===== src/rtl/wel_pkg.sv =====
// Shared definitions for the word error logger.
// Assumes: record kind occupies the top two bits of every record.
package wel_pkg;
    typedef enum logic [1:0] {
        REC_WORD    = 2'd0,
        REC_SINGLE  = 2'd1,
        REC_BURST   = 2'd2,
        REC_SUMMARY = 2'd3
    } wel_kind_e;

    // Larger of two widths, used to size the common payload field.
    function automatic int wmax(input int a, input int b);
        return (a > b) ? a : b;
    endfunction
endpackage


===== src/rtl/wel_timebase.sv =====
// Unit timebase: counts cycle offsets within a test unit and marks the
// powerdown window and the last cycle of the unit.
// Assumes: PD_CYC >= 2 so a run closed at powerdown entry never coincides
// with the end-of-unit summary.
module wel_timebase #(
    parameter int unsigned ACT_CYC = 950_000_000,
    parameter int unsigned PD_CYC  = 50_000_000,
    parameter int          TS_W    = 30
) (
    input  logic            clk,
    input  logic            rst_n,
    output logic [TS_W-1:0] ts,
    output logic            pd,
    output logic            unit_end
);
    localparam logic [TS_W-1:0] LAST_TS = TS_W'(ACT_CYC + PD_CYC - 1);
    localparam logic [TS_W-1:0] PD_TS   = TS_W'(ACT_CYC);

    // Offset counter, wraps at the end of each unit.
    always_ff @(posedge clk) begin
        if (!rst_n)         ts <= '0;
        else if (unit_end)  ts <= '0;
        else                ts <= ts + 1'b1;
    end

    // Window decode from the offset.
    always_comb begin
        pd       = (ts >= PD_TS);
        unit_end = (ts == LAST_TS);
    end
endmodule


===== src/rtl/wel_run_track.sv =====
// Run tracker: follows consecutive errored words and reports each run
// (first offset, saturating length) in the cycle after it ends.
// Assumes: hit is already gated off during powerdown.
module wel_run_track #(
    parameter int TS_W  = 30,
    parameter int CNT_W = 16
) (
    input  logic             clk,
    input  logic             rst_n,
    input  logic             hit,
    input  logic [TS_W-1:0]  ts,
    output logic             in_run,
    output logic             close,
    output logic [CNT_W-1:0] run_len,
    output logic [TS_W-1:0]  run_ts
);
    // Run state: open on the first hit, extend on later hits, close otherwise.
    always_ff @(posedge clk) begin
        if (!rst_n) begin
            in_run  <= 1'b0;
            run_len <= '0;
            run_ts  <= '0;
        end else if (hit) begin
            if (!in_run) begin
                in_run  <= 1'b1;
                run_len <= CNT_W'(1);
                run_ts  <= ts;
            end else if (run_len != '1) begin
                run_len <= run_len + 1'b1;
            end
        end else begin
            in_run <= 1'b0;
        end
    end

    // A run ends in the first cycle without a hit.
    assign close = in_run && !hit;
endmodule


===== src/rtl/wel_unit_stats.sv =====
// Per-unit statistics: saturating error, single, burst and drop counts,
// the unit number, and the failure flag. Cleared on the last unit cycle.
// Assumes: FAIL_LIM is below 2^CNT_W-1.
module wel_unit_stats #(
    parameter int CNT_W    = 16,
    parameter int UNIT_W   = 16,
    parameter int FAIL_LIM = 1000
) (
    input  logic              clk,
    input  logic              rst_n,
    input  logic              hit,
    input  logic              close,
    input  logic              close_single,
    input  logic              drop,
    input  logic              unit_end,
    output logic [CNT_W-1:0]  total,
    output logic [CNT_W-1:0]  n_single,
    output logic [CNT_W-1:0]  n_burst,
    output logic [CNT_W-1:0]  n_drop,
    output logic [UNIT_W-1:0] unit_idx,
    output logic              fail
);
    // Counter update: clear at unit end, otherwise saturating increments.
    always_ff @(posedge clk) begin
        if (!rst_n) begin
            total    <= '0;
            n_single <= '0;
            n_burst  <= '0;
            n_drop   <= '0;
            unit_idx <= '0;
        end else if (unit_end) begin
            total    <= '0;
            n_single <= '0;
            n_burst  <= '0;
            n_drop   <= '0;
            unit_idx <= unit_idx + 1'b1;
        end else begin
            if (hit && total != '1)                      total    <= total + 1'b1;
            if (close && close_single && n_single != '1) n_single <= n_single + 1'b1;
            if (close && !close_single && n_burst != '1) n_burst  <= n_burst + 1'b1;
            if (drop && n_drop != '1)                    n_drop   <= n_drop + 1'b1;
        end
    end

    // Functional failure: strictly more errors than the limit.
    assign fail = (total > CNT_W'(FAIL_LIM));
endmodule


===== src/rtl/wel_fifo.sv =====
// Record FIFO: synchronous, registered storage, first-word presented
// directly from memory. Pushes into a full FIFO are ignored.
// Assumes: DEPTH >= 2.
module wel_fifo #(
    parameter int W     = 8,
    parameter int DEPTH = 16,
    parameter int CW    = $clog2(DEPTH + 1)
) (
    input  logic          clk,
    input  logic          rst_n,
    input  logic          push,
    input  logic [W-1:0]  push_data,
    input  logic          pop_ready,
    output logic          out_valid,
    output logic [W-1:0]  out_data,
    output logic [CW-1:0] count
);
    localparam int AW = (DEPTH > 1) ? $clog2(DEPTH) : 1;
    localparam logic [AW-1:0] LAST = AW'(DEPTH - 1);

    logic [W-1:0]  mem [DEPTH];
    logic [AW-1:0] wr_ptr, rd_ptr;
    logic          do_push, do_pop;

    assign out_valid = (count != '0);
    assign out_data  = mem[rd_ptr];
    assign do_pop    = out_valid && pop_ready;
    assign do_push   = push && (count != CW'(DEPTH));

    // Storage write.
    always_ff @(posedge clk) begin
        if (do_push) mem[wr_ptr] <= push_data;
    end

    // Pointer and occupancy update.
    always_ff @(posedge clk) begin
        if (!rst_n) begin
            wr_ptr <= '0;
            rd_ptr <= '0;
            count  <= '0;
        end else begin
            if (do_push) wr_ptr <= (wr_ptr == LAST) ? '0 : wr_ptr + 1'b1;
            if (do_pop)  rd_ptr <= (rd_ptr == LAST) ? '0 : rd_ptr + 1'b1;
            if (do_push && !do_pop)      count <= count + 1'b1;
            else if (do_pop && !do_push) count <= count - 1'b1;
        end
    end
endmodule


===== src/rtl/word_err_logger.sv =====
// Timestamped word error logger (top). Compares received against expected
// words during the active window, logs each mismatch, each ended run and a
// per-unit summary into one record stream.
// Assumes: the consumer drains the summary before the next unit ends.
module word_err_logger
    import wel_pkg::*;
#(
    parameter int          DW         = 18,
    parameter int unsigned ACT_CYC    = 950_000_000,
    parameter int unsigned PD_CYC     = 50_000_000,
    parameter int          CNT_W      = 16,
    parameter int          UNIT_W     = 16,
    parameter int          FAIL_LIM   = 1000,
    parameter int          FIFO_DEPTH = 16,
    localparam int TS_W  = $clog2(ACT_CYC + PD_CYC),
    localparam int PAY_W = wmax(wmax(TS_W + 2 * DW, TS_W + CNT_W), UNIT_W + 4 * CNT_W + 1),
    localparam int REC_W = PAY_W + 2
) (
    input  logic             clk,
    input  logic             rst_n,
    input  logic [DW-1:0]    rx_word,
    input  logic [DW-1:0]    ref_word,
    output logic             pd_o,
    output logic             rec_valid,
    input  logic             rec_ready,
    output logic [REC_W-1:0] rec_data
);
    localparam int FCW = $clog2(FIFO_DEPTH + 1);

    logic [TS_W-1:0]   ts;
    logic              unit_end;
    logic              hit, in_run, trk_close;
    logic [CNT_W-1:0]  trk_len;
    logic [TS_W-1:0]   trk_ts;
    logic [CNT_W-1:0]  st_total, st_single, st_burst, st_drops;
    logic [UNIT_W-1:0] st_unit;
    logic              st_fail;
    logic [FCW-1:0]    fifo_cnt;
    logic              rec_push, room, drop, fifo_push;
    wel_kind_e         kind;
    logic [PAY_W-1:0]  pay;

    wel_timebase #(.ACT_CYC(ACT_CYC), .PD_CYC(PD_CYC), .TS_W(TS_W)) u_time (
        .clk(clk), .rst_n(rst_n), .ts(ts), .pd(pd_o), .unit_end(unit_end)
    );

    // Comparison is live only in the active window.
    assign hit = !pd_o && (rx_word != ref_word);

    wel_run_track #(.TS_W(TS_W), .CNT_W(CNT_W)) u_run (
        .clk(clk), .rst_n(rst_n), .hit(hit), .ts(ts), .in_run(in_run),
        .close(trk_close), .run_len(trk_len), .run_ts(trk_ts)
    );

    // Per-word and run records leave one entry free for the summary.
    assign rec_push  = hit || trk_close;
    assign room      = (fifo_cnt < FCW'(FIFO_DEPTH - 1));
    assign drop      = rec_push && !room;
    assign fifo_push = (rec_push && room) || unit_end;

    wel_unit_stats #(.CNT_W(CNT_W), .UNIT_W(UNIT_W), .FAIL_LIM(FAIL_LIM)) u_stats (
        .clk(clk), .rst_n(rst_n), .hit(hit), .close(trk_close),
        .close_single(trk_len == CNT_W'(1)), .drop(drop), .unit_end(unit_end),
        .total(st_total), .n_single(st_single), .n_burst(st_burst),
        .n_drop(st_drops), .unit_idx(st_unit), .fail(st_fail)
    );

    // Record assembly: at most one source is active in any cycle.
    always_comb begin
        if (unit_end) begin
            kind = REC_SUMMARY;
            pay  = PAY_W'({st_unit, st_total, st_single, st_burst, st_drops, st_fail});
        end else if (hit) begin
            kind = REC_WORD;
            pay  = PAY_W'({ts, ref_word, rx_word});
        end else begin
            kind = (trk_len == CNT_W'(1)) ? REC_SINGLE : REC_BURST;
            pay  = PAY_W'({trk_ts, trk_len});
        end
    end

    wel_fifo #(.W(REC_W), .DEPTH(FIFO_DEPTH), .CW(FCW)) u_fifo (
        .clk(clk), .rst_n(rst_n), .push(fifo_push), .push_data({kind, pay}),
        .pop_ready(rec_ready), .out_valid(rec_valid), .out_data(rec_data),
        .count(fifo_cnt)
    );
endmodule


===== config.mk =====
export PLATFORM = sky130hd
export DESIGN_NAME = word_err_logger
export DESIGN_NICKNAME = d
export VERILOG_FILES = /design/src/rtl/wel_pkg.sv /design/src/rtl/wel_timebase.sv /design/src/rtl/wel_run_track.sv /design/src/rtl/wel_unit_stats.sv /design/src/rtl/wel_fifo.sv /design/src/rtl/word_err_logger.sv
export SDC_FILE = /design/constraint.sdc
export NUM_CORES = 1
export LEC_CHECK = 0
export ABC_AREA = 1
export BUFFER_PORTS_ARGS = -buffer_cell sky130_fd_sc_hd__buf_2
export CORE_ASPECT_RATIO = 1.4
export CORE_MARGIN = 1.5
export CORE_UTILIZATION = 40
export DETAILED_ROUTE_END_ITERATION = 7
export GPL_TIMING_DRIVEN = 1
export PLACE_DENSITY_LB_ADDON = 0.15
export RECOVER_POWER = 100
export SLEW_MARGIN = 5
export SYNTH_ARGS = -nofsm -noshare
export SYNTH_HDL_FRONTEND = slang
export SYNTH_SLANG_ARGS = --single-unit

===== constraint.sdc =====
create_clock -name clk -period 14.6 [get_ports clk]
set_input_delay 1.46 -clock clk [delete_from_list [all_inputs] [get_ports clk]]
set_output_delay 1.46 -clock clk [all_outputs]
set_load 0.01 [all_outputs]

# Yosys cells after proc, flatten, opt, wreduce, memory -nomap -nowiden
# Memory sizes are Yosys's and may differ from the RTL's. A register that Yosys moved wholly into a read port is not among the register bits.
# Cells that the tools add are included.
# op_classes
add_sub_neg,11
n_mul,0
n_div,0
order_cmp,3
eq_ne,12
n_shift,0
muxes,16
bitwise_logic,2
reduce_logical,27
# op_table
cell,count
$add A16 B1 Y16 const B,6
$mux W81,1
$ne A16 B16 Y1 const B,5
$mux W66,1
$mux W16,2
$add A30 B1 Y30 const B,1
$eq A30 B30 Y1 const B,1
$ge A30 B30 Y1 const B,1
$ne A18 B18 Y1,1
$eq A16 B1 Y1 const B,1
$gt A16 B10 Y1 const B,1
$mux W4,4
$logic_and A1 B1 Y1,14
$mux W5,2
$add A4 B1 Y4 const B,2
$eq A4 B4 Y1 const B,2
$logic_not A1 Y1,6
$mux W2,3
$add A5 B1 Y5 const B,1
$lt A5 B4 Y1 const B,1
$ne A5 B5 Y1 const B,1
$reduce_bool A5 Y1,1
$sub A5 B1 Y5 const B,1
$reduce_and A2 Y1,2
other kinds (6),10
# word_totals
ff_bits,170
latchBits,0
ram_bits,1328
rom_bits,0
input_bits,39
n_memories,1
# mem_list
name,words,word_bits,rd,rd_clocked_by_memory_dff,wr,line,text
u_fifo.mem,16,83,1,1,1,wel_fifo.sv:21,logic [W-1:0] mem [DEPTH];

# Longest topological paths before layout
# Gate-level depths: netlist of the first run.
# depth
depth_word,13
mapped_depth,24
depth_no_buf,23

# By module
# From an unflattened synthesis of the first run, not the netlist that was laid out.
# unflattened
cells_unflattened,6757
area_unflattened_um2,65776.8
# by_module_without_submodules
mod,instances,cells_each,area_per_inst_um2,seq_area_each_um2
wel_fifo,1,4901,54975.2,40218.6
wel_unit_stats,1,738,4590.7,1601.5
word_err_logger,1,519,2348.5,0.0
wel_run_track,1,320,2127.0,940.9
wel_timebase,1,279,1735.4,600.6

# Worst setup path before layout of the first run
# OpenSTA, ideal clock, no wires.
# synth_path
kind,input port to flip-flop
startpoint,in rx_word[5]
endpoint,"mem u_fifo.mem[10][0] (netlist name), enable pin"
setup_time_ps,626
t_arrival_ps,8132
required_ps,13974
setup_slack_ps,5841
stages,12
n_path_buf,1
path_cell_list,inv_1 -> or2_1 -> nand3_1 -> nor2_1 -> nand3_1 -> nand2_4 -> nand2_4 -> nand2_2 -> nand2_4 -> nand2_2 -> buf_6 -> nor3_1
# synth_between
elab_chain_cells,10
# synth_rtl
element,line,text
from (decl),word_err_logger.sv:21,"input logic [DW-1:0] rx_word,"
$ne A18 B18 Y1 *,word_err_logger.sv:48,assign hit = !pd_o && (rx_word != ref_word);
$logic_and A1 B1 Y1 *,word_err_logger.sv:48,
$logic_not A1 Y1,wel_run_track.sv:37,assign close = in_run && !hit;
$logic_and A1 B1 Y1,wel_run_track.sv:37,
$logic_or A1 B1 Y1 *,word_err_logger.sv:56,assign rec_push = hit || trk_close;
$logic_and A1 B1 Y1 *,word_err_logger.sv:59,assign fifo_push = (rec_push && room) || unit_end;
$logic_or A1 B1 Y1 *,word_err_logger.sv:59,
$logic_and A1 B1 Y1 *,wel_fifo.sv:28,assign do_push = push && (count != CW'(DEPTH));
$mux W1 *,wel_fifo.sv:32,if (do_push) mem[wr_ptr] <= push_data;
$mux W1 (not written as such) *,wel_fifo.sv:32,
to (decl),wel_fifo.sv:21,
# Mark *: on every way between the ends. The rest lies on a longest branch, timed or not.

# Final worst setup path of the first run
# layout_path
startpoint,in ref_word[5]
endpoint,"mem u_fifo.mem[0][55] (netlist name), enable pin"
# layout_between
elab_chain_cells,10
# layout_rtl
element,line,text
from (decl),word_err_logger.sv:22,"input logic [DW-1:0] ref_word,"
$ne A18 B18 Y1 *,word_err_logger.sv:48,
$logic_and A1 B1 Y1 *,word_err_logger.sv:48,
$logic_not A1 Y1,wel_run_track.sv:37,
$logic_and A1 B1 Y1,wel_run_track.sv:37,
$logic_or A1 B1 Y1 *,word_err_logger.sv:56,
$logic_and A1 B1 Y1 *,word_err_logger.sv:59,
$logic_or A1 B1 Y1 *,word_err_logger.sv:59,
$logic_and A1 B1 Y1 *,wel_fifo.sv:28,
$mux W1 *,wel_fifo.sv:32,
$mux W1 (not written as such) *,wel_fifo.sv:32,
# Marks and branches as above.

==> results of run 1 <==
==> metal layers <==
layer	global-route usage	share of wire
met1	0.282	0.43
met2	0.380	0.50
met3	0.0268	0.042
met4	0.0549	0.020
met5	0	0
==> power by group through the flow <==
stage / Sequential, mW / Clock (mW) / Combinational (mW)
finish: 5.32 / 3.88 / 2.44
global route: 5.36 / 4.10 / 2.69
CTS: 5.27 / 3.95 / 2.54
detailed placement: 5.37 / 0 / 2.53
global placement: 5.36 / 0 / 2.53
floorplan: 5.39 / 0 / 1.59
==> stage by stage <==
step	cells	cell area (um2)
final	7439	70500
after global routing	7439	70500
after CTS	7438	71200
after detailed placement	7166	66300
after global placement	7166	66300
after floorplan	5154	63300
==> kinds of logic after synthesis <==
| kind of cell | count (synthesis) | share of synthesized area |
|---|---|---|
| adder cells (fa/ha/maj) | 21 | 0.00427 |
| flip-flops | 1502 | 0.685 |
| AND/OR/NAND/NOR | 971 | 0.0696 |
| buffers and inverters | 880 | 0.0549 |
| multiplexers | 332 | 0.0525 |
| AO/OA/AOI/OAI | 1386 | 0.125 |
| XOR/XNOR | 62 | 0.00858 |
==> area by class of cell <==
class	count	area, um2
clock inverters	86	977
multi-input cells	2772	16400
fillers	14524	86600
well taps	2088	2610
inverters	573	2170
repair buffers	231	1050
flip-flops and latches	1502	43400
diodes	1	2.50
clock buffers	186	3900
==> worst max-delay path: stages <==
cell      delay [ns]
buf_2           0.11
or2_1           0.22
nand3_1         0.08
nor2_1          0.05
nand3_1         0.09
nand2_1         0.96
nand2_1         1.01
nand2_2         0.07
nand2_1         0.24
nand2_1         0.42
nor3_1          0.58
clkbuf_1        2.14
clkbuf_1        2.94
==> sequential cells by signal, summed over array words and instances (netlist names), named ones only <==
| signal | count |
|---|---|
| u_stats.total | 16 |
| u_stats.n_drop | 16 |
| u_stats.n_burst | 16 |
| u_stats.unit_idx | 16 |
| u_fifo.count | 5 |
| u_time.ts | 30 |
| u_fifo.rd_ptr | 4 |
| u_run.run_len | 16 |
| u_run.run_ts | 30 |
| u_stats.n_single | 16 |
| u_fifo.mem | 1328 |
| u_run.in_run | 1 |
| u_fifo.wr_ptr | 4 |
==> cells in the mapped netlist (all sizes together), types with 20 or more instances <==
cell / n / area (um2)
nand4: 76 / 490
clkbuf: 202 / 758
ha: 20 / 250
o211ai: 365 / 2740
nand2: 446 / 1700
nor3: 73 / 400
dfxtp: 174 / 3480
buf: 105 / 563
o21ai: 509 / 2550
xor2: 58 / 508
mux2i: 332 / 3320
nor2: 152 / 611
edfxtp: 1328 / 39900
inv: 569 / 2140
o22ai: 27 / 169
a21oi: 479 / 2410
nand3: 191 / 971
==> worst max-delay path by stage <==
stage	startpoint	endpoint	slack [ns]	cells after the start
final	ref_word[5]	u_fifo.mem[0][55]	4.45	13
after global routing	rx_word[7]	u_fifo.mem[11][71]	3.68	16
after CTS	register	rec_data[71]	7.62	9
after detailed placement	register	rec_data[71]	8.49	9
after global placement	register	rec_data[58]	8.51	9
after floorplan	rx_word[5]	u_fifo.mem[10][0]	5.84	12
==> out/results.txt, run 1 <==
Status: complete, but fails checks
Failing checks: max-capacitance violations, max-slew violations
FF-to-FF path depth: 13
Final setup violation count: 0
TritonCTS Buffers: 148
Clock Skew: 0.0337 ns
Cells after synthesis: 5,154
Die area: 0.161 mm2
#FFs+latches synth: 1,502
Largest net degree at the start of global routing: 206
MaxCap Viol Count: 70
Worst setup SP type: input port
All-layer global routing usage: 0.216
Internal power: 8.10 mW
Most frequent cells in the layout: edfxtp_1 (1,328), inv_1 (556), o21ai_0 (501)
CP Capture Type: register
Ys flop type: edfxtp_1
Post-synth EDFFs: 1,328
Post-layout nets: 5,288
VDD IR max: 0.000112 V
Final Slew Violations: 2,352
Setup tns final: 0 ns
Vert. Die Dim: 474 um
Relative slew slack: -1.68
Mean post-synth cell area: 12.3 um2
Period utilization: 0.695
Share of cells above drive strength 1: 0.0609
DP Wirelength: 101,000 um
Hold endpoint: u_run.run_ts[15]
Sequential Power Share: 0.458
Worst-path maximum fanout: 53
Worst-Skew Late Latency: 0.79 ns
Final worst path period need: 10.15 ns
Hold_ws: 0.462 ns
Fin. Hold Viols: 0
Worst reg2reg endpoint: u_fifo.mem[0][55]
Synth Cell Area: 0.0633 mm2
Root Driver: clkbuf_16
Drt drc: 0
Hold-fix buffers, CTS: 0
Total grt overflow: 0
# clock sinks: 1,502
PortBufs: 123
Sequential fraction of the synthesis area: 0.685
CP Class: input port to register
Post-CTS Resized: 0
Num ports: 124
Die width: 339 um
Netlist cell types: 46
Max Fclk: 0.0986 GHz
Synth warn: 0
Post-synthesis async set-or-reset flop share: 0
Pwr Total: 11.6 mW
First-pass iteration count of the detailed router: 5
Sw frac: 0.304
Clock buffer depth: 3
Clock network power share: 0.333
CTS tree: done
Hold depth: 2
Vias in the first global route: 39,865
Synth-to-Final Area Change: 11.4%
DR iter-0 viols: 3,129
Initial core utilization: 0.403
Wire per inst: 23.7 um
DP Worst Slack: 8.49 ns
Core area: 0.157 mm2
Num rows: 172
Leakage: 23.4 nW
Via Count: 40,375
Flop2flop setup slack: 4.49 ns
Worst-margin pin slew: 4.02 ns
Reg clk slew, reported paths: 0.06 ns
Final core utilization: 0.449
Drt total wl: 176,000 um
Worst path required time: 14.90 ns
Initial antenna violation count: 6
P_sw: 3.54 mW
Combinational Power Share: 0.210
Post-CTS Setup Inserts: 0
Via density: 5.43
Hold path start: u_run.run_ts[15]
Mapped Nets: 5,214
RSZ-0062 raised after global routing: no
Post-route ant nets: 0
H-tree Lvls: 4
Pwr dens: 165 mW/mm2
Crit path DAT: 10.44 ns
Type of the most critical hold path: register to register
Wire length of the first global-routing pass: 260,000 um
Reg2reg start: u_time.ts[26]
GPL Wtd Cong: 0.850
Commonest non-fill, non-tap cell in the layout: edfxtp_1
Worst setup margin: 4.45 ns
Power figures use the tool's default switching activity.
==> run 2: changes to the inputs <==
--- a/config.mk
+++ b/config.mk
@@ -5,7 +5,7 @@
 export SDC_FILE = /design/constraint.sdc
 export NUM_CORES = 1
 export LEC_CHECK = 0
-export ABC_AREA = 1
+export ABC_AREA = 0
 export BUFFER_PORTS_ARGS = -buffer_cell sky130_fd_sc_hd__buf_2
 export CORE_ASPECT_RATIO = 1.4
 export CORE_MARGIN = 1.5
==> constraint.sdc (replaced) <==
create_clock -name clk -period 10.1 [get_ports clk]
set_input_delay 1.01 -clock clk [delete_from_list [all_inputs] [get_ports clk]]
set_output_delay 1.01 -clock clk [all_outputs]
set_load 0.01 [all_outputs]
==> out/results.txt, run 2 <==
Worst-margin pin slew: 3.16 ns (-0.860 ns)
Drt drc: 3 (+3)
#FFs+latches synth: 1,502 (unchanged)
Vias in the first global route: 32,582 (-18%)
Worst path required time: 10.49 ns (-4.41 ns)
Num ports: 124 (unchanged)
Clock Skew: 0.0299 ns (-0.00377 ns)
DP Wirelength: 95,000 um (-6.1%)
Top flop regs: u_fifo.mem (1328), u_run.run_ts (30), u_time.ts (30)
Clock buffer depth: 3 (unchanged)
Core area: 0.148 mm2 (-5.8%)
Largest reg by FF count: u_fifo.mem
Via density: 5.85 (+7.8%)
Worst setup margin: 2.59 ns (-1.86 ns)
Type of the most critical hold path: register to register
Cells after synthesis: 3,170 (-38%)
RSZ-0062 raised after global routing: no
Period utilization: 0.743
Mapped Nets: 3,230 (-38%)
Final Slew Violations: 662 (-72%)
# clock sinks: 1,502 (unchanged)
Post-layout nets: 3,368 (-36%)
Die area: 0.151 mm2 (-5.7%)
Mean post-synth cell area: 18.8 um2 (+53%)
Post-route ant nets: 0 (unchanged)
CP Class: register to register
Ys flop type: edfxtp_1
Top-area cell type share of the netlist area: 0.669 (+0.0386)
Reg clk slew, reported paths: 0.06 ns (about the same)
Worst-Skew Late Latency: 0.78 ns (about the same)
Relative slew slack: -1.11 (+0.574)
Most numerous cell in the Yosys netlist: edfxtp_1
Die width: 329 um (-2.9%)
Netlist cell types: 74 (+61%)
TritonCTS Buffers: 149 (+0.68%)
Post-synth EDFFs: 1,328 (unchanged)
MaxCap Viol Count: 17 (-76%)
Synth Cell Area: 0.0596 mm2 (-5.8%)
Vert. Die Dim: 460 um (-2.9%)
Fin. Hold Viols: 0 (unchanged)
Crit path DAT: 7.90 ns (-2.54 ns)
H-tree Lvls: 4 (unchanged)
Synth warn: 0 (unchanged)
Largest net degree at the start of global routing: 123 (-40%)
CTS tree: done
DP Worst Slack: 5.26 ns (-3.23 ns)
Failing checks: design-rule violations, max-capacitance violations, max-slew violations
Sequential fraction of the synthesis area: 0.727 (+0.0420)
Fillers: 12,648 (-13%)
All-layer global routing usage: 0.211 (-0.00534)
Max Fclk: 0.133 GHz
Synth area leader: edfxtp_1
Most frequent cells in the layout: edfxtp_1 (1,328), mux4_2 (415), nand2_1 (202)
Via Count: 31,420 (-22%)
First-pass iteration count of the detailed router: 8 (+3)
Share of cells above drive strength 1: 0.216 (+0.155)
Multi-input logic area: 0.0155 mm2 (-5.8%)
CP Capture Type: register
DR iter-0 viols: 2,860 (-8.6%)
Leakage: 20.4 nW (-13%)
Drt total wl: 158,000 um (-10%)
Total grt overflow: 0 (unchanged)
Num rows: 167 (-2.9%)
Final worst path period need: 7.51 ns
VDD IR max: 0.000149 V (+33%)
Hold-fix buffers, CTS: 0 (unchanged)
Root Driver: clkbuf_16
GPL Wtd Cong: 0.857 (+0.84%)
Max reg flops: 1,328 (unchanged)
Wire per inst: 29.4 um (+24%)
Commonest non-fill, non-tap cell in the layout: edfxtp_1
Post-CTS Resized: 0 (unchanged)
Synth area leaders: edfxtp_1 (67%), mux4_2 (16%), dfxtp_1 (5.8%)
Register area: 0.0434 mm2 (unchanged)
Setup tns final: 0 ns (unchanged)
Post-CTS Setup Inserts: 0 (unchanged)
Pwr dens: 230 mW/mm2 (+39%)
PortBufs: 123 (unchanged)
Worst setup SP type: register
Initial antenna violation count: 11 (+5)
Synth cell count leaders: edfxtp_1 (1,328), mux4_2 (415), nand2_1 (202)
Worst-path maximum fanout: 50 (-5.7%)
Post-synthesis async set-or-reset flop share: 0 (unchanged)
Wire length of the first global-routing pass: 229,000 um (-12%)
Synth-to-Final Area Change: 12.5%
Final setup violation count: 0 (unchanged)
Status: complete, but fails checks
Initial core utilization: 0.403 (about the same)
==> run 2: cells by family after synthesis <==
group                    Yosys count  synth area share
flip-flops                      1502             0.727
AND/OR/NAND/NOR                  712            0.0613
multiplexers                     424             0.158
AO/OA/AOI/OAI                    239            0.0253
buffers and inverters            211            0.0146
XOR/XNOR                          61           0.00896
adder cells (fa/ha/maj)           21           0.00453
==> run 2: cell type report <==
cell class,count,share of cell area
sequential,1502,0.646
multi-input combinational,1457,0.230
clock buffer,185,0.0593
tap,1943,0.0362
clock inverter,84,0.0134
timing repair buffer,170,0.0126
inverter,28,0.00157
antenna,2,0.0000746
==> run 2: path summary, 6_finish.rpt <==
kind	cells after the start	slack [ns]	startpoint	end
worst min register to register	2	0.48	u_run.run_ts[22]	u_run.run_ts[22]
worst max register to register	8	2.59	u_time.ts[8]	u_fifo.mem[9][76]
worst min-delay path	2	0.48	u_run.run_ts[22]	u_run.run_ts[22]
worst max-delay path	8	2.59	u_time.ts[8]	u_fifo.mem[9][76]
==> run 2: critical path: stages, from the launching register on <==
cell      delay [ns]
dfxtp_1         0.42
a211o_1         0.34
a31o_1          0.22
a31oi_1         1.07
o21a_1          1.08
a21boi_0        0.49
inv_1           0.58
and3_1          1.78
buf_4           1.00
==> run 2: per-layer routing <==
| layer | wire [um] | up-vias | global-route usage |
|---|---|---|---|
| met5 | 13 | - | 0 |
| li1 | - | 13244 | - |
| met4 | 4980 | 2 | 0.0677 |
| met1 | 66600 | 16887 | 0.284 |
| met2 | 77600 | 1018 | 0.347 |
| met3 | 8830 | 269 | 0.0381 |
==> run 2: power breakdown <==
| group | internal, mW | leakage [nW] | switching [mW] | total (mW) |
|---|---|---|---|---|
| registers | 7.20 | 13.5 | 0.135 | 7.33 |
| logic | 1.07 | 4.49 | 1.43 | 2.50 |
| clock network | 3.24 | 2.39 | 2.34 | 5.58 |
==> run 2: through the flow <==
stage          hold slack [ns]  std cells  utilization  total power, mW  area [um2]
6_report                 0.475       5371        0.454             15.4       67100
5_1_grt                  0.497       5371        0.454             16.0       67100
4_1_cts                  0.474       5369        0.455             15.7       67300
3_5_place_dp             0.463       5100        0.422             10.1       62500
3_3_place_gp             0.454       5100        0.422             10.0       62400
2_1_floorplan            0.444       3170            -             9.07       59600
